`src/rtl/wcp_pkg.sv`:
```
package wcp_pkg;

    localparam int DQ_W   = 8;
    localparam int DP_BIT = 7;
    localparam int TG_BIT = 6;

    typedef enum logic [2:0] {
        ST_IDLE,
        ST_READ,
        ST_GAP,
        ST_DONE,
        ST_TMO
    } wcp_state_e;

    typedef enum logic {
        MODE_DATA   = 1'b0,
        MODE_TOGGLE = 1'b1
    } wcp_mode_e;

    typedef struct packed {
        logic            seeded;
        logic [DQ_W-1:0] value;
    } poll_snap_t;

    function automatic logic data_poll_hit(input logic [DQ_W-1:0] rd,
                                           input logic [DQ_W-1:0] ref_byte);
        return rd[DP_BIT] == ref_byte[DP_BIT];
    endfunction

    function automatic logic toggle_hit(input logic [DQ_W-1:0] rd,
                                        input poll_snap_t prev);
        return prev.seeded && (rd[TG_BIT] == prev.value[TG_BIT]);
    endfunction

endpackage

```
`src/rtl/wcp_phase_timer.sv`:
```
module wcp_phase_timer #(
    parameter int CW = 8
) (
    input  logic          clk,
    input  logic          rst,
    input  logic          load,
    input  logic [CW-1:0] load_val,
    output logic          last
);
    localparam logic [CW-1:0] ONE = {{(CW-1){1'b0}}, 1'b1};

    logic [CW-1:0] cnt;
    logic [CW-1:0] eff_val;

    assign eff_val = (load_val == '0) ? ONE : load_val;

    always_ff @(posedge clk) begin
        if (rst) begin
            cnt <= ONE;
        end else if (load) begin
            cnt <= eff_val;
        end else if (cnt > ONE) begin
            cnt <= cnt - ONE;
        end
    end

    assign last = (cnt == ONE);
endmodule

```
`src/rtl/wcp_judge.sv`:
```
module wcp_judge
    import wcp_pkg::*;
(
    input  logic            clk,
    input  logic            rst,
    input  logic            clear,
    input  logic            sample_en,
    input  wcp_mode_e       mode,
    input  logic [DQ_W-1:0] ref_byte,
    input  logic [DQ_W-1:0] dq_in,
    output logic            hit
);
    poll_snap_t prev;

    always_comb begin
        hit = 1'b0;
        if (sample_en) begin
            if (mode == MODE_DATA) hit = data_poll_hit(dq_in, ref_byte);
            else                   hit = toggle_hit(dq_in, prev);
        end
    end

    always_ff @(posedge clk) begin
        if (rst || clear) begin
            prev <= '0;
        end else if (sample_en) begin
            prev.seeded <= 1'b1;
            prev.value  <= dq_in;
        end
    end
endmodule

```
`src/rtl/wcp_watchdog.sv`:
```
module wcp_watchdog #(
    parameter int TW = 24
) (
    input  logic          clk,
    input  logic          rst,
    input  logic          clear,
    input  logic          run,
    input  logic [TW-1:0] limit,
    output logic          expire
);
    localparam logic [TW-1:0] ONE = {{(TW-1){1'b0}}, 1'b1};

    logic [TW-1:0] elapsed;
    logic [TW-1:0] eff_lim;

    assign eff_lim = (limit == '0) ? ONE : limit;

    always_ff @(posedge clk) begin
        if (rst || clear) begin
            elapsed <= '0;
        end else if (run && (elapsed != '1)) begin
            elapsed <= elapsed + ONE;
        end
    end

    assign expire = run && (elapsed >= eff_lim - ONE);
endmodule

```
`src/rtl/wcp_poller.sv`:
```
module wcp_poller
    import wcp_pkg::*;
#(
    parameter int ADDR_W = 13,
    parameter int CYC_W  = 8,
    parameter int TMO_W  = 24
) (
    input  logic              clk,
    input  logic              rst,
    input  logic              start,
    input  logic              mode,
    input  logic [ADDR_W-1:0] poll_addr,
    input  logic [DQ_W-1:0]   poll_data,
    input  logic [CYC_W-1:0]  cfg_rd_cycles,
    input  logic [CYC_W-1:0]  cfg_gap_cycles,
    input  logic [TMO_W-1:0]  cfg_timeout,
    input  logic [DQ_W-1:0]   mem_dq_in,
    output logic              mem_ce_n,
    output logic              mem_oe_n,
    output logic              mem_we_n,
    output logic [ADDR_W-1:0] mem_addr,
    output logic              busy,
    output logic              done,
    output logic              timeout
);
    wcp_state_e        state, state_nx;
    wcp_mode_e         job_mode;
    logic [ADDR_W-1:0] job_addr;
    logic [DQ_W-1:0]   job_data;

    logic              accept;
    logic              phase_last;
    logic              tmr_load;
    logic [CYC_W-1:0]  tmr_val;
    logic              sample_en;
    logic              hit;
    logic              expire;

    assign busy   = (state == ST_READ) || (state == ST_GAP);
    assign accept = start && !busy;

    wcp_phase_timer #(.CW(CYC_W)) u_timer (
        .clk      (clk),
        .rst      (rst),
        .load     (tmr_load),
        .load_val (tmr_val),
        .last     (phase_last)
    );

    assign sample_en = (state == ST_READ) && phase_last;

    wcp_judge u_judge (
        .clk       (clk),
        .rst       (rst),
        .clear     (accept),
        .sample_en (sample_en),
        .mode      (job_mode),
        .ref_byte  (job_data),
        .dq_in     (mem_dq_in),
        .hit       (hit)
    );

    wcp_watchdog #(.TW(TMO_W)) u_wdog (
        .clk    (clk),
        .rst    (rst),
        .clear  (accept),
        .run    (busy),
        .limit  (cfg_timeout),
        .expire (expire)
    );

    always_comb begin
        state_nx = state;
        tmr_load = 1'b0;
        tmr_val  = cfg_rd_cycles;
        unique case (state)
            ST_IDLE, ST_DONE, ST_TMO: begin
                if (start) begin
                    state_nx = ST_READ;
                    tmr_load = 1'b1;
                end
            end
            ST_READ: begin
                if (phase_last && hit) begin
                    state_nx = ST_DONE;
                end else if (expire) begin
                    state_nx = ST_TMO;
                end else if (phase_last) begin
                    state_nx = ST_GAP;
                    tmr_load = 1'b1;
                    tmr_val  = cfg_gap_cycles;
                end
            end
            ST_GAP: begin
                if (expire) begin
                    state_nx = ST_TMO;
                end else if (phase_last) begin
                    state_nx = ST_READ;
                    tmr_load = 1'b1;
                end
            end
            default: state_nx = ST_IDLE;
        endcase
    end

    always_ff @(posedge clk) begin
        if (rst) begin
            state    <= ST_IDLE;
            job_mode <= MODE_DATA;
            job_addr <= '0;
            job_data <= '0;
        end else begin
            state <= state_nx;
            if (accept) begin
                job_mode <= wcp_mode_e'(mode);
                job_addr <= poll_addr;
                job_data <= poll_data;
            end
        end
    end

    assign mem_oe_n = (state != ST_READ);
    assign mem_ce_n = (state != ST_READ);
    assign mem_we_n = 1'b1;
    assign mem_addr = job_addr;
    assign done     = (state == ST_DONE);
    assign timeout  = (state == ST_TMO);
endmodule

```
`config.mk`:
```
export PLATFORM = sky130hd
export DESIGN_NAME = wcp_poller
export DESIGN_NICKNAME = d
export VERILOG_FILES = /design/src/rtl/wcp_pkg.sv /design/src/rtl/wcp_phase_timer.sv /design/src/rtl/wcp_judge.sv /design/src/rtl/wcp_watchdog.sv /design/src/rtl/wcp_poller.sv
export SDC_FILE = /design/constraint.sdc
export NUM_CORES = 1
export LEC_CHECK = 0
export ABC_AREA = 1
export BUFFER_PORTS_ARGS = -buffer_cell sky130_fd_sc_hd__buf_2
export CORE_MARGIN = 2
export CORE_UTILIZATION = 55
export CTS_CLUSTER_SIZE = 8
export DETAILED_ROUTE_END_ITERATION = 12
export GPL_ROUTABILITY_DRIVEN = 0
export GPL_TIMING_DRIVEN = 0
export PLACE_DENSITY = 0.81
export SLEW_MARGIN = 20
export SYNTH_ARGS = -nofsm -noshare
export SYNTH_HDL_FRONTEND = slang
export SYNTH_SLANG_ARGS = --single-unit
export TNS_END_PERCENT = 50
```
`constraint.sdc`:
```
create_clock -name clk -period 7 [get_ports clk]
set_clock_uncertainty 0.15 [all_clocks]
set_input_delay 0.35 -clock clk [delete_from_list [all_inputs] [get_ports clk]]
set_output_delay 0.35 -clock clk [all_outputs]
set_load 0.01 [all_outputs]
```
* Yosys cells after proc, flatten, opt, wreduce, memory -nomap -nowiden *
Cells that the tools add are included.

word-level totals
  register bits after elaboration = 65
  logic and storage cells = 62
  input bits = 73

operators by class
  reduce and logical (&&, ||, !) cells = 15
  multiplexer cells = 22
  add/subtract/negate cells = 3
  equal/unequal tests = 12
  magnitude comparators = 2

operator list
  operator                                              count
  2-to-1 mux 8 bit                                      7
  adder 24 x 1 -> 24 bit (second input constant)        1
  greater-or-equal comparator 24 bit                    1
  zero test 24 bit                                      1
  2-to-1 mux 24 bit                                     1
  != test 24 bit (second input constant)                1
  subtractor 24 x 1 -> 24 bit (second input constant)   1
  2-to-1 mux 3 bit                                      6
  case mux 3 bit (3 select lines)                       1
  equality test 8 x 1 -> 1 bit (second input constant)  1
  > comparator 8 x 1 -> 1 bit (second input constant)   1
  zero test 8 bit                                       1
  subtractor 8 x 1 -> 8 bit (second input constant)     1
  equality test 3 x 2 -> 1 bit (second input constant)  2
  logical AND 1 bit                                     6
  2-to-1 mux 1 bit                                      6
  != test 4 x 3 -> 1 bit (second input constant)        1
  equality test 3 x 1 -> 1 bit (second input constant)  1
  equality test 3 bit (second input constant)           1
  zero test 3 bit                                       1
  != test 3 x 1 -> 1 bit (second input constant)        1
  != test 3 bit (second input constant)                 1
  case mux 1 bit (3 select lines)                       1
  AND reduction 3 bit                                   1
  other kinds (6)                                       8

* Depth between registers and ports, before layout *
Gate-level depths: netlist (run 1).

  word-level depth = 11
  gate-level depth with buffers = 35

* Cells and area by module *
Synthesis (run 1) repeated with hierarchy kept, for this count alone.

unflattened totals
  cell total of the unflattened synthesis = 751
  area total of the unflattened synthesis = 4,744.6 µm²

modules (own cells, without submodules)
  module           times used  area each (µm²)  cells each
  wcp_watchdog     1           2,705.1          453
  wcp_poller       1           1,285.0          172
  wcp_phase_timer  1           626.9            104
  wcp_judge        1           127.6            22

* Least setup slack after synthesis (run 1) *
No wires, ideal clock.

  path kind = input-to-reg
  start point = input cfg_timeout[5]
  end point = register u_timer.cnt[0]
  slack = 3.271 ns
  arrival = 3.467 ns
  cell stages on the path = 30
  path buffers = 0
  required time = 6.738 ns
  cells stage by stage = nor2_1 > nand2_1 > nor4_1 > nand3_1 > nand2_1 > inv_2 > ha_1 > inv_1 > nor2_1 > inv_1 > nor4_2 > inv_1 > nor2_1 > nand3_1 > nor2_1 > xnor2_1 > ha_1 > nand2_1 > nor2_1 > and2_1 > a21oi_1 > nand2_1 > nand2_2 > nand3_2 > o21ai_0 > nor2_1 > nand2_1 > nand2_1 > nand2_1 > nand2_1

between the ends
  cells in the longest elaborated chain, start to end = 11

RTL lines
  element                                 RTL line               RTL
  from (decl)                             wcp_poller.sv:16       input logic [TMO_W-1:0] cfg_timeout,
  zero test 24 bit                        wcp_watchdog.sv:16     assign eff_lim = (limit == '0) ? ONE : limit;
  2-to-1 mux 24 bit (*)                   wcp_watchdog.sv:16
  subtractor 24 x 1 -> 24 bit (*)         wcp_watchdog.sv:26     assign expire = run && (elapsed >= eff_lim - ONE);
  greater-or-equal comparator 24 bit (*)  wcp_watchdog.sv:26
  logical AND 1 bit (*)                   wcp_watchdog.sv:26
  2-to-1 mux 8 bit                        wcp_poller.sv:86       end else if (expire) begin
  2-to-1 mux 8 bit                        wcp_poller.sv:84       if (phase_last && hit) begin
  2-to-1 mux 8 bit                        wcp_poller.sv:76       unique case (state)
  zero test 8 bit                         wcp_phase_timer.sv:15  assign eff_val = (load_val == '0) ? ONE : load_val;
  2-to-1 mux 8 bit                        wcp_phase_timer.sv:15
  2-to-1 mux 8 bit                        wcp_phase_timer.sv:20  end else if (load) begin
  to (signal assigned)                    wcp_phase_timer.sv:21  cnt <= eff_val;
  to (signal assigned)                    wcp_phase_timer.sv:23  cnt <= cnt - ONE;
  to (decl)                               wcp_phase_timer.sv:12  logic [CW-1:0] cnt;

Every way passes the cells marked *; elsewhere a longest branch is shown, timed or not.
A chain may end at the register's enable or synchronous reset.

* Worst setup path in the final report (run 1) *
Same ends and word-level chain as after synthesis.

==> metrics.txt, run 1 <==
CP delay by family, top simple AND/OR/NAND/NOR gates; CTS Buffer Depth 2; initial antenna violation count 0; RSZ-0062 raised after global routing false; synthesis-to-layout area growth 15.5%; DRT iter0 DRCs between 200 and 300; simple-gate share of the synthesized area 35.7%; diode count 0; Tcrit/Tclk final between 60% and 70%; Die Wd slightly below 90 µm; Max-Cap Viols 0; syn nets slightly below 700; share of the synthesized area in the top cell type 26.5%; post-synthesis mux area share 0%; DRC viols 0; nets ~760; Avg Inst Size Synth 6.82 µm²; register bit total from synthesis 52; H-tree depth 2; IO buf count 75; minimum clock period approximately 4.3 ns; post-route ant nets 0; count of pins over their slew limit 0; Worst-Margin Slew roughly 0.66 ns; most used cell, CP nand2_1; synthesized-area fraction occupied by adder cells under 10%; synth cell count leaders nand2_1, inv_1, nor2_1; Post-synth EDFFs 0; share of layout cells above drive strength 1 a little under a fifth; synth warn 0; ys async rst share 0%; endpoints failing setup 0; CP bufs+invs 5; Max Clock Freq 235 MHz; Worst-path clk slew ~0.090 ns; largest net degree at the start of global routing 17; Starting Density between 50% and 60%; Worst path max stage delay about 0.33 ns; CP max-delay cell nor4_2; CTS tree done; worst vdd ir 0.196 mV; Critical Path RT slightly above 7 ns; clk sink count 52; GRT Util Overall 24.5%; sequential area share after synthesis between 20% and 30%; Yosys top cell by area dfxtp_1; synthesized area around 4000 µm²; post-detail-place hpwl around 7300 µm; first-pass iteration count of the detailed router 4; commonest register cell after synthesis dfxtp_1; complex-gate fraction of the synthesized area around an eighth; grt total ovfl 0; main combinational cell family by area after synthesis simple AND/OR/NAND/NOR gates; PwrDens ~220 nW/µm²; Vias per Instance ~5.2; Die Ht 88.4 µm; Finished Layout Cells between 700 and 800; count of final hold-check violations 0; Cells after DPL 746; post-synthesis xor/xnor area fraction under 10%; CTS Buf Count 5; final wirelength 9020 µm; Final TNS setup 0 ns; Die ar. roughly 7800 µm²; status complete, no violations; crit path kind in2reg; Synth cell types 48; Max Fanout on Critical Path 10; Routed WL per cell 12.0 µm; hold_buf cts 0; CTS root buffer clkbuf_8; Core ar. roughly 7000 µm²; wire length of the first global-routing pass around 16000 µm; min-delay worst type in2reg; number of I/O pins 92; CP startpoint kind input pin; Core Rows 30; synth top area cells dfxtp_1, nand2_1, ha_1; vias in the first global route 3744; via count roughly 4000; Critical Path End Type register; number of post-CTS setup repair buffers 0; most frequent cell after synthesis nand2_1; relative slew slack a little under three fifths; CTS resizes 0; LEAKAGE between 2 and 2.5 nW; Critical Path AT ~4.3 ns; Skew-Pair Late Insertion Delay ~0.31 ns; Syn Inst Count between 500 and 600
metal layers:
metal | GRT usage, % | part of all wire [%] | up-vias
met1 | 29.8 | 45 | 1762
met4 | 7.71 | 1.2 | 0
met3 | 3.36 | 4.2 | 13
met5 | 0 | 0 | -
li1 | - | - | 2059
met2 | 44.6 | 49 | 114
final timing paths:
path | slack [ns] | cells past startpoint | endpoint | start
min | 0.15 | 3 | job_data[7] | poll_data[7]
min reg2reg | 0.32 | 2 | mem_addr[2] | mem_addr[2]
max | 2.74 | 31 | u_timer.cnt[0] | cfg_timeout[5]
max reg2reg | 4.37 | 17 | u_timer.cnt[0] | u_wdog.elapsed[6]
through the flow:
stage	instance area (µm²)	utilization (%)	power [mW]	setup slack (ns)	hold WS (ns)
after floorplan	3920	-	0.690	3.27	0.301
after global placement	4420	64.7	0.790	2.60	0.296
after detailed placement	4420	64.7	0.806	2.42	0.302
after CTS	4530	66.3	1.02	2.74	0.144
after global routing	4530	66.3	1.09	2.17	0.145
final	4530	66.3	1.01	2.74	0.154
worst register-to-register path, delay by kind of cell (launching register included):
family | cells | cell delay (ns)
buffers and inverters | 1 | 0.05
and+or+nand+nor | 13 | 1.18
DFF | 1 | 0.46
AOI/OAI and AO/OA | 2 | 0.42
adders and majority gates | 1 | 0.27
cells in the final DEF, fill, tap and decap left out, types with 5 or more instances in the layout:
cell type,count
nand2_1,120
buf_2,76
inv_1,69
nor2_1,58
a21oi_1,55
dfxtp_1,52
nand3_1,36
ha_1,28
nor3_1,20
xor2_1,18
nand4_1,17
xnor2_1,16
o21ai_0,14
clkbuf_1,8
inv_2,7
a211oi_1,5
clkbuf_8,5
flip-flops by register name, indices dropped and copies added, names as in the netlist:
name            count
u_timer.cnt         8
state               3
u_judge.prev        2
mem_addr           13
job_data            1
job_mode            1
u_wdog.elapsed     24
power by group:
part	switching [mW]	internal, mW	total, mW
Clock	0.103	0.108	0.211
Sequential	0.0342	0.338	0.372
Combinational	0.276	0.155	0.431
layout make-up:
| class | count | area [µm²] |
|---|---|---|
| buffer | 12 | 61.3 |
| clock buffer | 6 | 72.6 |
| clock inverter | 2 | 38.8 |
| fill | 632 | 2300 |
| inverter | 77 | 292 |
| multi-input combinational | 434 | 2530 |
| sequential | 52 | 1040 |
| tap | 96 | 120 |
| timing repair buffer | 75 | 375 |
logic make-up after synthesis:
kind of cell | after synthesis
AOI/OAI and AO/OA | 85
and+or+nand+nor | 286
other | 1
DFF | 52
adders and majority gates | 28
xor gates and xnor gates | 34
buffers and inverters | 89
(Power assumes the default switching activity.)
==> run 2: changes to the inputs <==
- ABC_AREA: 1 -> 0
- CORE_UTILIZATION: 55 -> 49
- PLACE_DENSITY: 0.81 -> 0.77
- clock period: 7 -> 3.6 ns (I/O delays scaled with it)
==> run 2 against run 1 <==
The flow now finishes with violations (negative setup slack). Combinational power grew 90%. Routed wire length is 2.1% higher. Sequential share of layout area fell by 1.4 points. Die area rose by 4.1%. Critical path type unchanged. Highest routed layer unchanged.
==> metrics.txt, run 2 <==
synthesized area 3640 µm² (-7.1%); Core ar. 7210 µm² (+5.6%); DRT iter0 DRCs 121 (-53%); largest net degree at the start of global routing 16 (-1); worst path cell trace buf_6, or4_4, nor4_4, nor4b_4, a41oi_2, ha_2, nand3_2, or4_4, or2_4, nor2_4, xnor2_1, ha_1, nand4_1, nor4_2, a32o_2, and3b_2, buf_6, buf_6, mux2i_2, a211oi_1; Cells after DPL 632 (-15%); RSZ-0062 raised after global routing true; Finished Layout Cells 683 (-9.4%); number of I/O pins 92 (unchanged); ys async rst share 0% (unchanged); Starting Density 50.5% (-6.9 points); register bit total from synthesis 52 (unchanged); commonest non-fill, non-tap cell in the layout buf_2; CP max-delay cell or4_4; Core Rows 31 (+3.3%); Post-synth EDFFs 0 (unchanged); final instance area 4820 µm² (+6.4%); Die Wd 90.2 µm (+2.0%); syn nets 558 (-17%); DRC viols 0 (unchanged); first-pass iteration count of the detailed router 4 (unchanged); Tcrit/Tclk final 115%; crit path kind in2reg; GR Util met2 41.6% (-3.0 points); share of the synthesized area in the top cell type 28.6% (+2.0 points); status complete, but fails checks; CTS Buf Count 5 (unchanged); Critical Path RT 3.68 ns (-3.38 ns); grt met1 use 26.8% (-3.0 points); Critical Path End Type register; Final TNS setup -4.82 ns (-4.82 ns); CTS tree done; GRT Util Overall 22.0% (-2.5 points); count of final hold-check violations 0 (unchanged); final wirelength 9220 µm (+2.1%); sequential area share after synthesis 28.6% (+2.0 points); wire length of the first global-routing pass 15200 µm (-2.9%); synth warn 0 (unchanged); Die ar. 8140 µm² (+4.1%); commonest non-fill, non-tap cells in the layout buf_2, nand2_1, dfxtp_1, nor2_1, a21oi_1; commonest register cell after synthesis dfxtp_1; Synth cell types 60 (+25%); met3 Usage GRT 2.93% (-0.42 points); Worst path max stage delay 0.56 ns (+0.23 ns); share of layout cells above drive strength 1 27.6% (+9.0 points); CTS root buffer clkbuf_8; grt total ovfl 0 (unchanged); Largest Register u_wdog.elapsed; nets 684 (-9.8%); Avg Inst Size Synth 7.97 µm² (+17%); Worst-path clk slew 0.09 ns (about the same); Critical Path AT 4.21 ns (-0.11 ns); LEAKAGE 1.94 nW (-7.0%); Yosys top cell by area dfxtp_1; placed instance area 4190 µm² (-5.2%); GRT Max-Usage Layer met2; count of pins over their slew limit 0 (unchanged); Max Clock Freq approximately 240 MHz; diode count 0 (unchanged); endpoints failing setup 11 (+11); relative slew slack 66.0% (+10 points); synthesis-to-layout area growth 32.2%; Die Ht 90.2 µm (+2.0%); post-detail-place hpwl 6620 µm (-9.8%); IO buf count 76 (+1.3%); worst vdd ir 0.175 mV (-11%); CTS Buffer Depth 2 (unchanged); Max-Cap Viols 0 (unchanged); min-delay worst type in2reg; fin util 66.8% (+0.47 points); H-tree depth 2 (unchanged); synth cell count leaders nand2_1, dfxtp_1, nor2_1; Syn Inst Count 457 (-21%); Vias per Instance 5.35 (+2.1%); final setup margin -0.531 ns (-3.27 ns); Skew-Pair Late Insertion Delay 0.30 ns (about the same); vias in the first global route 3336 (-11%); via count 3651 (-7.5%); initial antenna violation count 0 (unchanged); CP startpoint kind input pin; PwrDens 392 nW/µm² (+75%); clk sink count 52 (unchanged); failing checks negative setup slack; synth top area cells dfxtp_1, ha_1, nand2_1; Routed WL per cell 13.5 µm (+13%); Total Power 1.89 mW (+86%); minimum clock period 4.13 ns; most frequent cell after synthesis nand2_1; post-route ant nets 0 (unchanged); max reg flops 24 (unchanged); Worst-Margin Slew 0.510 ns (-0.149 ns); Max Fanout on Critical Path 5 (-5); most used cell, CP buf_6
==> run 2: final timing paths <==
check | end | cells after the start | start | slack (ns)
worst min register to register | mem_addr[11] | 2 | mem_addr[11] | 0.31
worst max register to register | u_timer.cnt[1] | 11 | u_wdog.elapsed[0] | 0.78
worst max-delay path | u_timer.cnt[5] | 20 | cfg_timeout[19] | -0.53
worst min-delay path | u_judge.prev[6] | 3 | mem_dq_in[6] | 0.004
==> run 2: layout make-up <==
type,count,area [µm²]
Buffer,19,121
Clock buffer,6,82.6
Clock inverter,2,10.0
Fill cell,632,2400
Inverter,8,30.0
Multi-Input combinational cell,378,2590
Sequential cell,52,1040
Tap cell,99,124
Timing Repair Buffer,119,821
==> run 2: metal layers <==
layer,vias to the layer above,part of all wire (%)
li1,1886,-
met3,10,3.5
met4,0,0.87
met1,1671,44
met2,84,51
met5,-,0
==> run 2: cells by family (layout without fill, tap and decap cells) <==
kind of cell	after synthesis	count (layout)	share of synthesized area [%]
adder cells (fa/ha/maj)	28	28	9.62
XOR/XNOR	44	44	10.6
AND/OR/NAND/NOR	209	209	29.3
other	1	1	0.103
AO/OA/AOI/OAI	90	90	16.3
multiplexers	6	6	1.65
flip-flops	52	52	28.6
buffers and inverters	27	154	3.88
==> run 2: through the flow <==
| step | worst slack [ns] | hold WS [ns] |
|---|---|---|
| global placement | -0.890 | 0.269 |
| finish | -0.531 | 0.00362 |
| CTS | -0.396 | 0.0000798 |
| floorplan | -0.398 | 0.166 |
| global route | -0.687 | 0.0104 |
| detailed placement | -1.02 | 0.279 |
==> run 2: repair_timing <==
action	CTS	global route
setup endpoints to repair	11	11
pin swaps	15	26
hold endpoints to repair	16	0
setup buffers	15	11
gates cloned	1	0
hold buffers	16	0
gates resized for setup	15	23
==> run 2: worst max-delay path, delay by kind of cell <==
family	cells	cell delay, ns
XOR/XNOR	1	0.13
multiplexers	1	0.13
AO/OA/AOI/OAI	3	0.67
AND/OR/NAND/NOR	10	2.25
buffers and inverters	3	0.33
adder cells (fa/ha/maj)	2	0.52
==> run 2: power breakdown <==
group	switching, mW	internal (mW)
logic	0.438	0.383
registers	0.0739	0.648
clock network	0.192	0.154
total	0.704	1.18
==> run 3: changes to the inputs <==
--- a/config.mk
+++ b/config.mk
@@ -15,4 +15,5 @@
 export GPL_TIMING_DRIVEN = 0
 export PLACE_DENSITY = 0.77
+export RECOVER_POWER = 25
 export SLEW_MARGIN = 20
 export SYNTH_ARGS = -nofsm -noshare
--- a/constraint.sdc
+++ b/constraint.sdc
@@ -3,3 +3,3 @@
 set_input_delay 0.18 -clock clk [delete_from_list [all_inputs] [get_ports clk]]
 set_output_delay 0.18 -clock clk [all_outputs]
-set_load 0.01 [all_outputs]
+set_load 0.1 [all_outputs]
==> run 3 against run 2 <==
The flow still finishes with violations (negative setup slack). First-iteration DRC count down 4.1%. Die area did not move. Fmax barely moved. Final cell count stayed put. Sequential share of layout area is 0.079 points higher. Clock power is essentially flat. Count of clock-buffer cells in the layout unchanged. Sequential cell count unchanged. Critical path type unchanged.
==> metrics.txt, run 3 (same netlist as run 2, synthesis figures left out) <==
CTS tree done; vias in the first global route 3336 (unchanged); IO buf count 76 (unchanged); max reg flops 24 (unchanged); GRT Util Overall 22.0% (unchanged); commonest non-fill, non-tap cell in the layout nand2_1; Vias per Instance 5.35 (+0.11%); clk sink count 52 (unchanged); post-route ant nets 0 (unchanged); minimum clock period 4.13 ns (-0.00295 ns); nets 684 (unchanged); initial antenna violation count 0 (unchanged); DRC viols 0 (unchanged); number of I/O pins 92 (unchanged); wire length of the first global-routing pass 15200 µm (unchanged); Total Power 2.09 mW (+11%); CTS Buffer Depth 2 (unchanged); Critical Path AT 4.21 ns (about the same); Critical Path End Type register; Largest Register u_wdog.elapsed; Max Fanout on Critical Path 5 (unchanged); failing checks negative setup slack; Skew-Pair Late Insertion Delay 0.30 ns (about the same); Max-Cap Viols 0 (unchanged); count of pins over their slew limit 0 (unchanged); LEAKAGE 1.88 nW (-2.9%); H-tree depth 2 (unchanged); CTS root buffer clkbuf_8; Tcrit/Tclk final 115% (about the same); Worst-path clk slew 0.09 ns (about the same); Starting Density 50.5% (unchanged); Die Wd 90.2 µm (unchanged); PwrDens 436 nW/µm² (+11%); Routed WL per cell 13.5 µm (about the same); Final TNS setup -4.81 ns (+0.0118 ns); DRT iter0 DRCs 116 (-4.1%); Max Clock Freq 242 MHz (about the same); worst vdd ir 0.180 mV (+2.8%); CTS Buf Count 5 (unchanged); CP startpoint kind input pin; status complete, but fails checks; largest net degree at the start of global routing 16 (unchanged); endpoints failing setup 11 (unchanged); Core Rows 31 (unchanged); grt total ovfl 0 (unchanged); RSZ-0062 raised after global routing true; synthesis-to-layout area growth 31.7%; final setup margin -0.528 ns (+0.00295 ns); Critical Path RT 3.68 ns (about the same); Core ar. 7210 µm² (unchanged); min-delay worst type in2reg; via count 3655 (+0.11%); Worst-Margin Slew 1.18 ns (+0.670 ns); Die Ht 90.2 µm (unchanged); commonest non-fill, non-tap cells in the layout nand2_1, buf_2, dfxtp_1, nor2_1, a21oi_1; share of layout cells above drive strength 1 25.2% (-2.4 points); crit path kind in2reg; post-detail-place hpwl 6620 µm (unchanged); diode count 0 (unchanged); Die ar. 8140 µm² (unchanged); relative slew slack 21.6% (-44 points); count of final hold-check violations 0 (unchanged); final wirelength 9220 µm (about the same); first-pass iteration count of the detailed router 4 (unchanged)
==> run 3: changes by cell type in the layout (fill, tap and decap cells not counted), sizes merged <==
cell    change
clkbuf     +14
buf        -14
==> run 3: metrics by stage <==
stage / setup slack [ns] / std cells / hold WS (ns) / utilization (%) / instance area [µm²]
floorplan: -0.398 / 457 / 0.166 / - / 3680
global placement: -0.890 / 632 / 0.269 / 58.0 / 4190
detailed placement: -1.02 / 632 / 0.279 / 58.0 / 4190
CTS: -0.396 / 672 / 0.0000798 / 64.2 / 4630
global route: -0.687 / 683 / 0.0104 / 66.5 / 4800
finish: -0.528 / 683 / 0.00585 / 66.5 / 4800
==> run 3: worst paths after layout <==
| path | cells past startpoint | from | endpoint | slack, ns |
|---|---|---|---|---|
| setup reg to reg | 11 | u_wdog.elapsed[0] | u_timer.cnt[1] | 0.79 |
| hold reg to reg | 2 | mem_addr[11] | mem_addr[11] | 0.31 |
| setup / recovery | 20 | cfg_timeout[19] | u_timer.cnt[5] | -0.53 |
| hold / removal | 3 | mem_dq_in[6] | u_judge.prev[6] | 0.006 |
==> run 3: worst max-delay path: stages <==
cell and delay, ns:
buf_6 0.09, or4_4 0.56, nor4_4 0.24, nor4b_4 0.30, a41oi_2 0.18, ha_2 0.24, nand3_2 0.07, or4_4 0.13
or2_4 0.14, nor2_4 0.06, xnor2_1 0.13, ha_1 0.28, nand4_1 0.17, nor4_2 0.33, a32o_2 0.28, and3b_2 0.24
buf_6 0.13, buf_6 0.11, mux2i_2 0.13, a211oi_1 0.21
==> run 3: timing repair <==
item / 4_1_cts / 5_1_grt
buffers inserted: 15 / 11
gates cloned: 1 / 0
endpoints found under the setup margin: 11 / 11
gates resized for setup: 15 / 23
hold buffers: 16 / 0
pin swaps: 15 / 26
endpoints found under the hold margin: 16 / 0
==> run 3: power by group <==
part	internal (mW)	switching, mW	leakage [nW]
Combinational	0.377	0.647	1.40
Clock	0.154	0.191	0.0510
Sequential	0.648	0.0743	0.424
==> run 3: final cells by class <==
type | count | area [µm²]
clock buffer | 6 | 82.6
multi-input combinational | 378 | 2590
fill | 643 | 2420
inverter | 8 | 30.0
sequential | 52 | 1040
clock inverter | 2 | 10.0
tap | 99 | 124
buffer | 19 | 121
timing repair buffer | 119 | 803
==> run 3: layer usage <==
layer	share of wire [%]	track usage [%]
met5	0	0
met4	0.87	3.85
met3	3.4	2.93
met2	51	41.6
met1	45	26.8
